==> src/rtl/sxp_pkg.sv <==
package sxp_pkg;
    localparam int CAUSE_W = 5;

    localparam logic [CAUSE_W-1:0] C_IMISALIGN = 5'd0;
    localparam logic [CAUSE_W-1:0] C_IACCESS   = 5'd1;
    localparam logic [CAUSE_W-1:0] C_ILLEGAL   = 5'd2;
    localparam logic [CAUSE_W-1:0] C_BREAK     = 5'd3;
    localparam logic [CAUSE_W-1:0] C_LD_MIS    = 5'd4;
    localparam logic [CAUSE_W-1:0] C_LD_ACC    = 5'd5;
    localparam logic [CAUSE_W-1:0] C_ST_MIS    = 5'd6;
    localparam logic [CAUSE_W-1:0] C_ST_ACC    = 5'd7;
    localparam logic [CAUSE_W-1:0] C_ECALL_U   = 5'd8;
    localparam logic [CAUSE_W-1:0] C_ECALL_HS  = 5'd9;
    localparam logic [CAUSE_W-1:0] C_ECALL_VS  = 5'd10;
    localparam logic [CAUSE_W-1:0] C_ECALL_M   = 5'd11;
    localparam logic [CAUSE_W-1:0] C_VIRT_INST = 5'd22;

    typedef struct packed {
        logic               vld;
        logic [CAUSE_W-1:0] cause;
    } exc_res_t;
endpackage

==> src/rtl/ecall_code_gen.sv <==
module ecall_code_gen
    import sxp_pkg::*;
(
    input  logic [1:0]         priv_i,
    input  logic               virt_i,
    output logic [CAUSE_W-1:0] code_o
);
    always_comb begin
        if (priv_i[1])          code_o = C_ECALL_M;
        else if (priv_i[0])     code_o = virt_i ? C_ECALL_VS : C_ECALL_HS;
        else                    code_o = C_ECALL_U;
    end
endmodule

==> src/rtl/prio_chain.sv <==
module prio_chain
    import sxp_pkg::*;
#(
    parameter bit MISALIGNED_HIGH = 1'b1
) (
    input  logic               fetch_bkpt_i,
    input  logic               itr_flt_vld_i,
    input  logic [CAUSE_W-1:0] itr_flt_code_i,
    input  logic               ipa_acc_flt_i,
    input  logic               illegal_i,
    input  logic               virt_instr_i,
    input  logic               imisalign_i,
    input  logic               ecall_i,
    input  logic [CAUSE_W-1:0] ecall_code_i,
    input  logic               ebreak_i,
    input  logic               mem_bkpt_i,
    input  logic               dmisalign_i,
    input  logic               is_store_i,
    input  logic               dtr_flt_vld_i,
    input  logic [CAUSE_W-1:0] dtr_flt_code_i,
    input  logic               dpa_acc_flt_i,
    output exc_res_t           res_o
);
    localparam int N_SRC    = 12;
    localparam int FIXED_N  = 9;

    logic [N_SRC-1:0]   cand_vld;
    logic [CAUSE_W-1:0] cand_code [N_SRC];

    // Slots 0..8 never move; slot 0 is the strongest.
    assign cand_vld[0] = fetch_bkpt_i;   assign cand_code[0] = C_BREAK;
    assign cand_vld[1] = itr_flt_vld_i;  assign cand_code[1] = itr_flt_code_i;
    assign cand_vld[2] = ipa_acc_flt_i;  assign cand_code[2] = C_IACCESS;
    assign cand_vld[3] = illegal_i;      assign cand_code[3] = C_ILLEGAL;
    assign cand_vld[4] = virt_instr_i;   assign cand_code[4] = C_VIRT_INST;
    assign cand_vld[5] = imisalign_i;    assign cand_code[5] = C_IMISALIGN;
    assign cand_vld[6] = ecall_i;        assign cand_code[6] = ecall_code_i;
    assign cand_vld[7] = ebreak_i;       assign cand_code[7] = C_BREAK;
    assign cand_vld[8] = mem_bkpt_i;     assign cand_code[8] = C_BREAK;

    logic [CAUSE_W-1:0] mis_code, acc_code;
    assign mis_code = is_store_i ? C_ST_MIS : C_LD_MIS;
    assign acc_code = is_store_i ? C_ST_ACC : C_LD_ACC;

    // The misaligned data slot sits either first or last of the data group.
    generate
        if (MISALIGNED_HIGH) begin : g_mis_high
            assign cand_vld[FIXED_N]   = dmisalign_i;   assign cand_code[FIXED_N]   = mis_code;
            assign cand_vld[FIXED_N+1] = dtr_flt_vld_i; assign cand_code[FIXED_N+1] = dtr_flt_code_i;
            assign cand_vld[FIXED_N+2] = dpa_acc_flt_i; assign cand_code[FIXED_N+2] = acc_code;
        end else begin : g_mis_low
            assign cand_vld[FIXED_N]   = dtr_flt_vld_i; assign cand_code[FIXED_N]   = dtr_flt_code_i;
            assign cand_vld[FIXED_N+1] = dpa_acc_flt_i; assign cand_code[FIXED_N+1] = acc_code;
            assign cand_vld[FIXED_N+2] = dmisalign_i;   assign cand_code[FIXED_N+2] = mis_code;
        end
    endgenerate

    // Scan from weakest to strongest so the strongest assignment lands last.
    always_comb begin
        res_o = '0;
        for (int i = N_SRC - 1; i >= 0; i--) begin
            if (cand_vld[i]) begin
                res_o.vld   = 1'b1;
                res_o.cause = cand_code[i];
            end
        end
    end
endmodule

==> src/rtl/sync_exc_sel.sv <==
module sync_exc_sel
    import sxp_pkg::*;
#(
    parameter bit MISALIGNED_HIGH = 1'b1,
    parameter bit REGISTERED      = 1'b1
) (
    input  logic               clk,
    input  logic               rst_n,
    input  logic               fetch_bkpt_i,
    input  logic               itr_flt_vld_i,
    input  logic [CAUSE_W-1:0] itr_flt_code_i,
    input  logic               ipa_acc_flt_i,
    input  logic               illegal_i,
    input  logic               virt_instr_i,
    input  logic               imisalign_i,
    input  logic               ecall_i,
    input  logic [1:0]         priv_i,
    input  logic               virt_i,
    input  logic               ebreak_i,
    input  logic               mem_bkpt_i,
    input  logic               dmisalign_i,
    input  logic               is_store_i,
    input  logic               dtr_flt_vld_i,
    input  logic [CAUSE_W-1:0] dtr_flt_code_i,
    input  logic               dpa_acc_flt_i,
    output logic               exc_vld_o,
    output logic [CAUSE_W-1:0] exc_cause_o
);
    typedef struct packed {
        exc_res_t out;
    } sel_state_t;

    logic [CAUSE_W-1:0] ecall_code;
    exc_res_t           res;

    ecall_code_gen u_ecall (
        .priv_i (priv_i),
        .virt_i (virt_i),
        .code_o (ecall_code)
    );

    prio_chain #(.MISALIGNED_HIGH(MISALIGNED_HIGH)) u_chain (
        .fetch_bkpt_i   (fetch_bkpt_i),
        .itr_flt_vld_i  (itr_flt_vld_i),
        .itr_flt_code_i (itr_flt_code_i),
        .ipa_acc_flt_i  (ipa_acc_flt_i),
        .illegal_i      (illegal_i),
        .virt_instr_i   (virt_instr_i),
        .imisalign_i    (imisalign_i),
        .ecall_i        (ecall_i),
        .ecall_code_i   (ecall_code),
        .ebreak_i       (ebreak_i),
        .mem_bkpt_i     (mem_bkpt_i),
        .dmisalign_i    (dmisalign_i),
        .is_store_i     (is_store_i),
        .dtr_flt_vld_i  (dtr_flt_vld_i),
        .dtr_flt_code_i (dtr_flt_code_i),
        .dpa_acc_flt_i  (dpa_acc_flt_i),
        .res_o          (res)
    );

    sel_state_t st_d, st_q;

    always_comb begin
        st_d     = st_q;
        st_d.out = res;
    end

    generate
        if (REGISTERED) begin : g_reg
            always_ff @(posedge clk) begin
                if (!rst_n) st_q <= '0;
                else        st_q <= st_d;
            end
        end else begin : g_comb
            assign st_q = '0;
        end
    endgenerate

    assign exc_vld_o   = REGISTERED ? st_q.out.vld   : res.vld;
    assign exc_cause_o = REGISTERED ? st_q.out.cause : res.cause;

    logic any_cond;
    assign any_cond = fetch_bkpt_i | itr_flt_vld_i | ipa_acc_flt_i | illegal_i |
                      virt_instr_i | imisalign_i | ecall_i | ebreak_i | mem_bkpt_i |
                      dmisalign_i | dtr_flt_vld_i | dpa_acc_flt_i;

    assert_fetch_bkpt_wins_R1: assert property (@(posedge clk) disable iff (!rst_n)
        fetch_bkpt_i |-> (res.vld && res.cause == C_BREAK));

    assert_itr_passthru_R2: assert property (@(posedge clk) disable iff (!rst_n)
        (!fetch_bkpt_i && itr_flt_vld_i) |-> (res.cause == itr_flt_code_i));

    assert_ecall_machine_R5: assert property (@(posedge clk) disable iff (!rst_n)
        (ecall_i && priv_i[1] && !fetch_bkpt_i && !itr_flt_vld_i && !ipa_acc_flt_i &&
         !illegal_i && !virt_instr_i && !imisalign_i) |-> (res.cause == C_ECALL_M));

    assert_idle_zero_R10: assert property (@(posedge clk) disable iff (!rst_n)
        !any_cond |-> (!res.vld && res.cause == '0));

    generate
        if (REGISTERED) begin : g_reg_chk
            assert_one_cycle_lag_R11: assert property (@(posedge clk) disable iff (!rst_n)
                (!any_cond && $past(rst_n)) |=> !exc_vld_o);
        end
    endgenerate
endmodule

==> config.mk <==
export PLATFORM = sky130hd
export DESIGN_NAME = sync_exc_sel
export DESIGN_NICKNAME = d
export VERILOG_FILES = /design/src/rtl/sxp_pkg.sv /design/src/rtl/ecall_code_gen.sv /design/src/rtl/prio_chain.sv /design/src/rtl/sync_exc_sel.sv
export SDC_FILE = /design/constraint.sdc
export NUM_CORES = 1
export LEC_CHECK = 0
export CAP_MARGIN = 20
export CORE_MARGIN = 4
export CORE_UTILIZATION = 32
export DETAILED_ROUTE_END_ITERATION = 10
export GPL_TIMING_DRIVEN = 0
export HOLD_SLACK_MARGIN = 0.12
export PLACE_DENSITY = 0.77
export SYNTH_ARGS = -nofsm -noshare
export SYNTH_HDL_FRONTEND = slang
export SYNTH_HIERARCHICAL = 1
export SYNTH_SLANG_ARGS = --single-unit
export TNS_END_PERCENT = 100
==> constraint.sdc <==
create_clock -name clk -period 1.48 [get_ports clk]
set_input_delay 0.222 -clock clk [delete_from_list [all_inputs] [get_ports clk]]
set_output_delay 0.222 -clock clk [all_outputs]
set_load 0.03 [all_outputs]
After elaboration in Yosys (flattened, before gate mapping)
Index checks and enable logic that the tools add are counted.
Widths: inputs -> output; s select.
- logic and storage cells: 22
- register bits after elaboration: 6
- output and inout port bits: 6
- input bits: 28
- multiplexer cells: 17
- reduce and logical (&&, ||, !) cells: 1
- bitwise logic cells: 1
- operators with widths (cell ; number):
    $mux 6 ; 12
    $mux 5 ; 2
    $mux 2 ; 3
    $reduce_or 2->1 ; 1
    $not 1->1 ; 1

Logic depth before layout (Yosys ltp)
- depth in word-level cells: 13
- gate-level depth with buffers: 6

Cells and area by module
The synthesis kept the hierarchy.
- by module, submodules not included (module ; times used ; cells an instance ; area each (µm²)):
    prio_chain ; 1 ; 35 ; 240.2
    sync_exc_sel ; 1 ; 12 ; 157.7
    ecall_code_gen ; 1 ; 8 ; 50.0

Worst setup path after synthesis
No wires, ideal clock.
- path type: input -> register
- start: input ebreak_i
- end: register st_q (netlist bit exc_cause_o[0])
- setup time: 115 ps
- cell stages on the path: 4
- data arrival time: 1107 ps
- buffers on the path: 0
- required time: 1365 ps
- path slack: 258 ps
- cell sequence: nor3_2 -> o21ai_0 -> a311o_1 -> and2_1
- RTL lines (item ; RTL line ; source):
    start: declaration ; sync_exc_sel.sv:19 ; input logic ebreak_i,
    end signal: assignment ; sync_exc_sel.sv:73 ; else st_q <= st_d;
    end: declaration ; sync_exc_sel.sv:62 ; sel_state_t st_d, st_q;

Worst setup path in the final report
- start: register st_q (netlist bit exc_cause_o[3])
- end: output exc_cause_o[3]
- RTL lines (item ; RTL line ; source):
    end: declaration ; sync_exc_sel.sv:27 ; output logic [CAUSE_W-1:0] exc_cause_o
No word-level cell between the ends.

==> reports/metrics.cfg <==
[routing]
viasPerCell=4.81
wl_per_cell_um=12.4
drc=0
wl_mm=1.32
drt_iter0_drc=7
first_pass_iters=3
detail-route-antenna-nets=0
vias=515

[floorplan]
die_w_um=45.4
io_pins=34
die_h_um=45.4
core_area_um2=1320
die-area_um2=2060
start_util=0.340
row_count=13

[synth]
yosysWarnings=6
synth-main-ff-cell=dfxtp_1
synthArstFlopShare=0
syn_area_um2=448
synth_cell_types=31
synth_edf_count=0
ys_top_cells_by_area=dfxtp_1, and2_1, buf_4
syn_area_per_cell_um2=8.14
ys_seq_area_frac=0.268
ys_seq_elements=6
postSynthCellCount=55
yosysTopAreaCell=dfxtp_1
synth_top_area_frac=0.268
ys_top_cells_by_count=and2_1, dfxtp_1

[power]
pwr-share-seq=0.344
power.leakage_nw=0.382
sw_frac_of_total=0.266
p_int_mw=0.368
peakVddDrop_uv=206
power.density_nw_per_um2=586
power_frac_clock=0.300
pwr-share-comb=0.356
p_switching_mw=0.134
p_total_mw=0.501

[critical_path]
crit_chain=clkdlybuf4s50_1
timing.critical_path.max_delay_family=buffers and inverters
cp.arrival_ns=1.22
worstPathMaxFanout=1
critPathLaunchType=flip-flop
slowest_delay_ns=0.67
path_buf_inv=1
cp-end-kind=output pin
slowest_stage=clkdlybuf4s50_1
critPathKind=reg -> out
cp_data_required_time_ns=1.26

[sta]
fin_crit_ns=1.44
drv_slew=0
final-hold-violation-count=0
setup_viol=0
max_freq_mhz=692
fin_crit_sh=0.976

[global_routing]
grt_max_degree=11
track_usage=0.116
grt_pass1_wl_mm=1.75
antenna_found_initial=0
grt-ovfl-total=0
grt_pass1_vias=450

[cells_and_area]
drive_gt1_frac=0.141
areaGrowthSynthToFinish_pct=91.1
multiInputGateArea_um2=315
layout.cells.non_filler=107
layout.nets=122
diodes=0
final-seq-area_um2=120
num-fill-cells=126

[outcome]
status=finished, final reports clean

[cts]
cts_max_path_buffers=2
htree_num_levels=1
cts_root_buf=clkbuf_4
cts_made_buffers=3
cts.clk_slew.worst_paths_ns=0.05
cts_tree=yes
cts.sinks=6

[placed_design]
dpl.hpwl_mm=1.12
io_buffer_count=32
dpl.cell_count=103
routabilityCongestion=0.677

[job]
drv.max_cap_violation_count=0

[min_path]
hold_path_class=in -> reg

## through the flow
step | utilization | setup WS (ns) | setup TNS, ns | hold WS (ns) | instance area (µm²)
global placement | 0.600 | -0.380 | -1.61 | 0.594 | 791
floorplan | - | 0.258 | 0 | 0.344 | 452
finish | 0.650 | 0.0351 | 0 | 0.369 | 856
global route | 0.650 | -0.0143 | -0.0143 | 0.381 | 856
CTS | 0.619 | 0.00215 | 0 | 0.341 | 816
detailed placement | 0.600 | -0.404 | -1.66 | 0.599 | 791
## cell type report
| cell class | count | share of cell area |
|---|---|---|
| Timing Repair Buffer | 33 | 0.399 |
| Multi-Input combinational cell | 45 | 0.368 |
| Sequential cell | 6 | 0.140 |
| Buffer | 4 | 0.0395 |
| Clock buffer | 3 | 0.0263 |
| Tap cell | 15 | 0.0219 |
| Inverter | 1 | 0.00439 |
## metal layers
| metal | track usage | vias up | wire length (µm) |
|---|---|---|---|
| met1 | 0.117 | 220 | 528 |
| li1 | - | 276 | - |
| met2 | 0.220 | 19 | 707 |
| met5 | 0 | - | 0 |
| met3 | 0.0158 | 0 | 89 |
| met4 | 0.0702 | 0 | 0 |
## power groups by stage
stage / Combinational [mW] / Sequential (mW) / Clock, mW
final: 0.179 / 0.172 / 0.150
after floorplan: 0.0516 / 0.193 / 0
after global routing: 0.190 / 0.173 / 0.157
after global placement: 0.173 / 0.175 / 0
after detailed placement: 0.175 / 0.175 / 0
after CTS: 0.175 / 0.173 / 0.156
## kinds of logic (layout without fill, tap and decap cells)
logic type | after synthesis | after routing | share of synthesized area
compound gates | 15 | 15 | 0.249
buf+inv | 5 | 41 | 0.0838
flops | 6 | 6 | 0.268
mux | 1 | 1 | 0.0251
other cells | 2 | 3 | 0.0168
simple gates | 26 | 26 | 0.358
## state kept, by name (all words and copies together), names as in the netlist
signal and cells:
exc_vld_o 1, exc_cause_o 5
## what timing repair did
item | 4_1_cts | 5_1_grt
gates resized for setup | 4 | 11
hold buffers | 0 | 0
pin swaps | 1 | 4
endpoints found under the setup margin | 3 | 4
hold endpoints to repair | 0 | 0
setup buffers | 0 | 1
## cell usage in the layout (no fill, tap or decap), types with 3 or more instances in the layout
master	count
clkdlybuf4s50_1	22
dlymetal6s2s_1	7
and2_1	6
dfxtp_1	6
buf_4	4
clkbuf_4	3
dlygate4sd2_1	3
nor2b_1	3
nor2_1	3
conb_1	3
## path summary, 6_finish.rpt
check / startpoint / endpoint / slack, ns / cells past startpoint
max: exc_cause_o[3]$_SDFF_PN0_ / exc_cause_o[3] / 0.04 / 1
min: itr_flt_vld_i / exc_cause_o[1]$_SDFF_PN0_ / 0.37 / 3
Power figures use the tool's default switching activity.
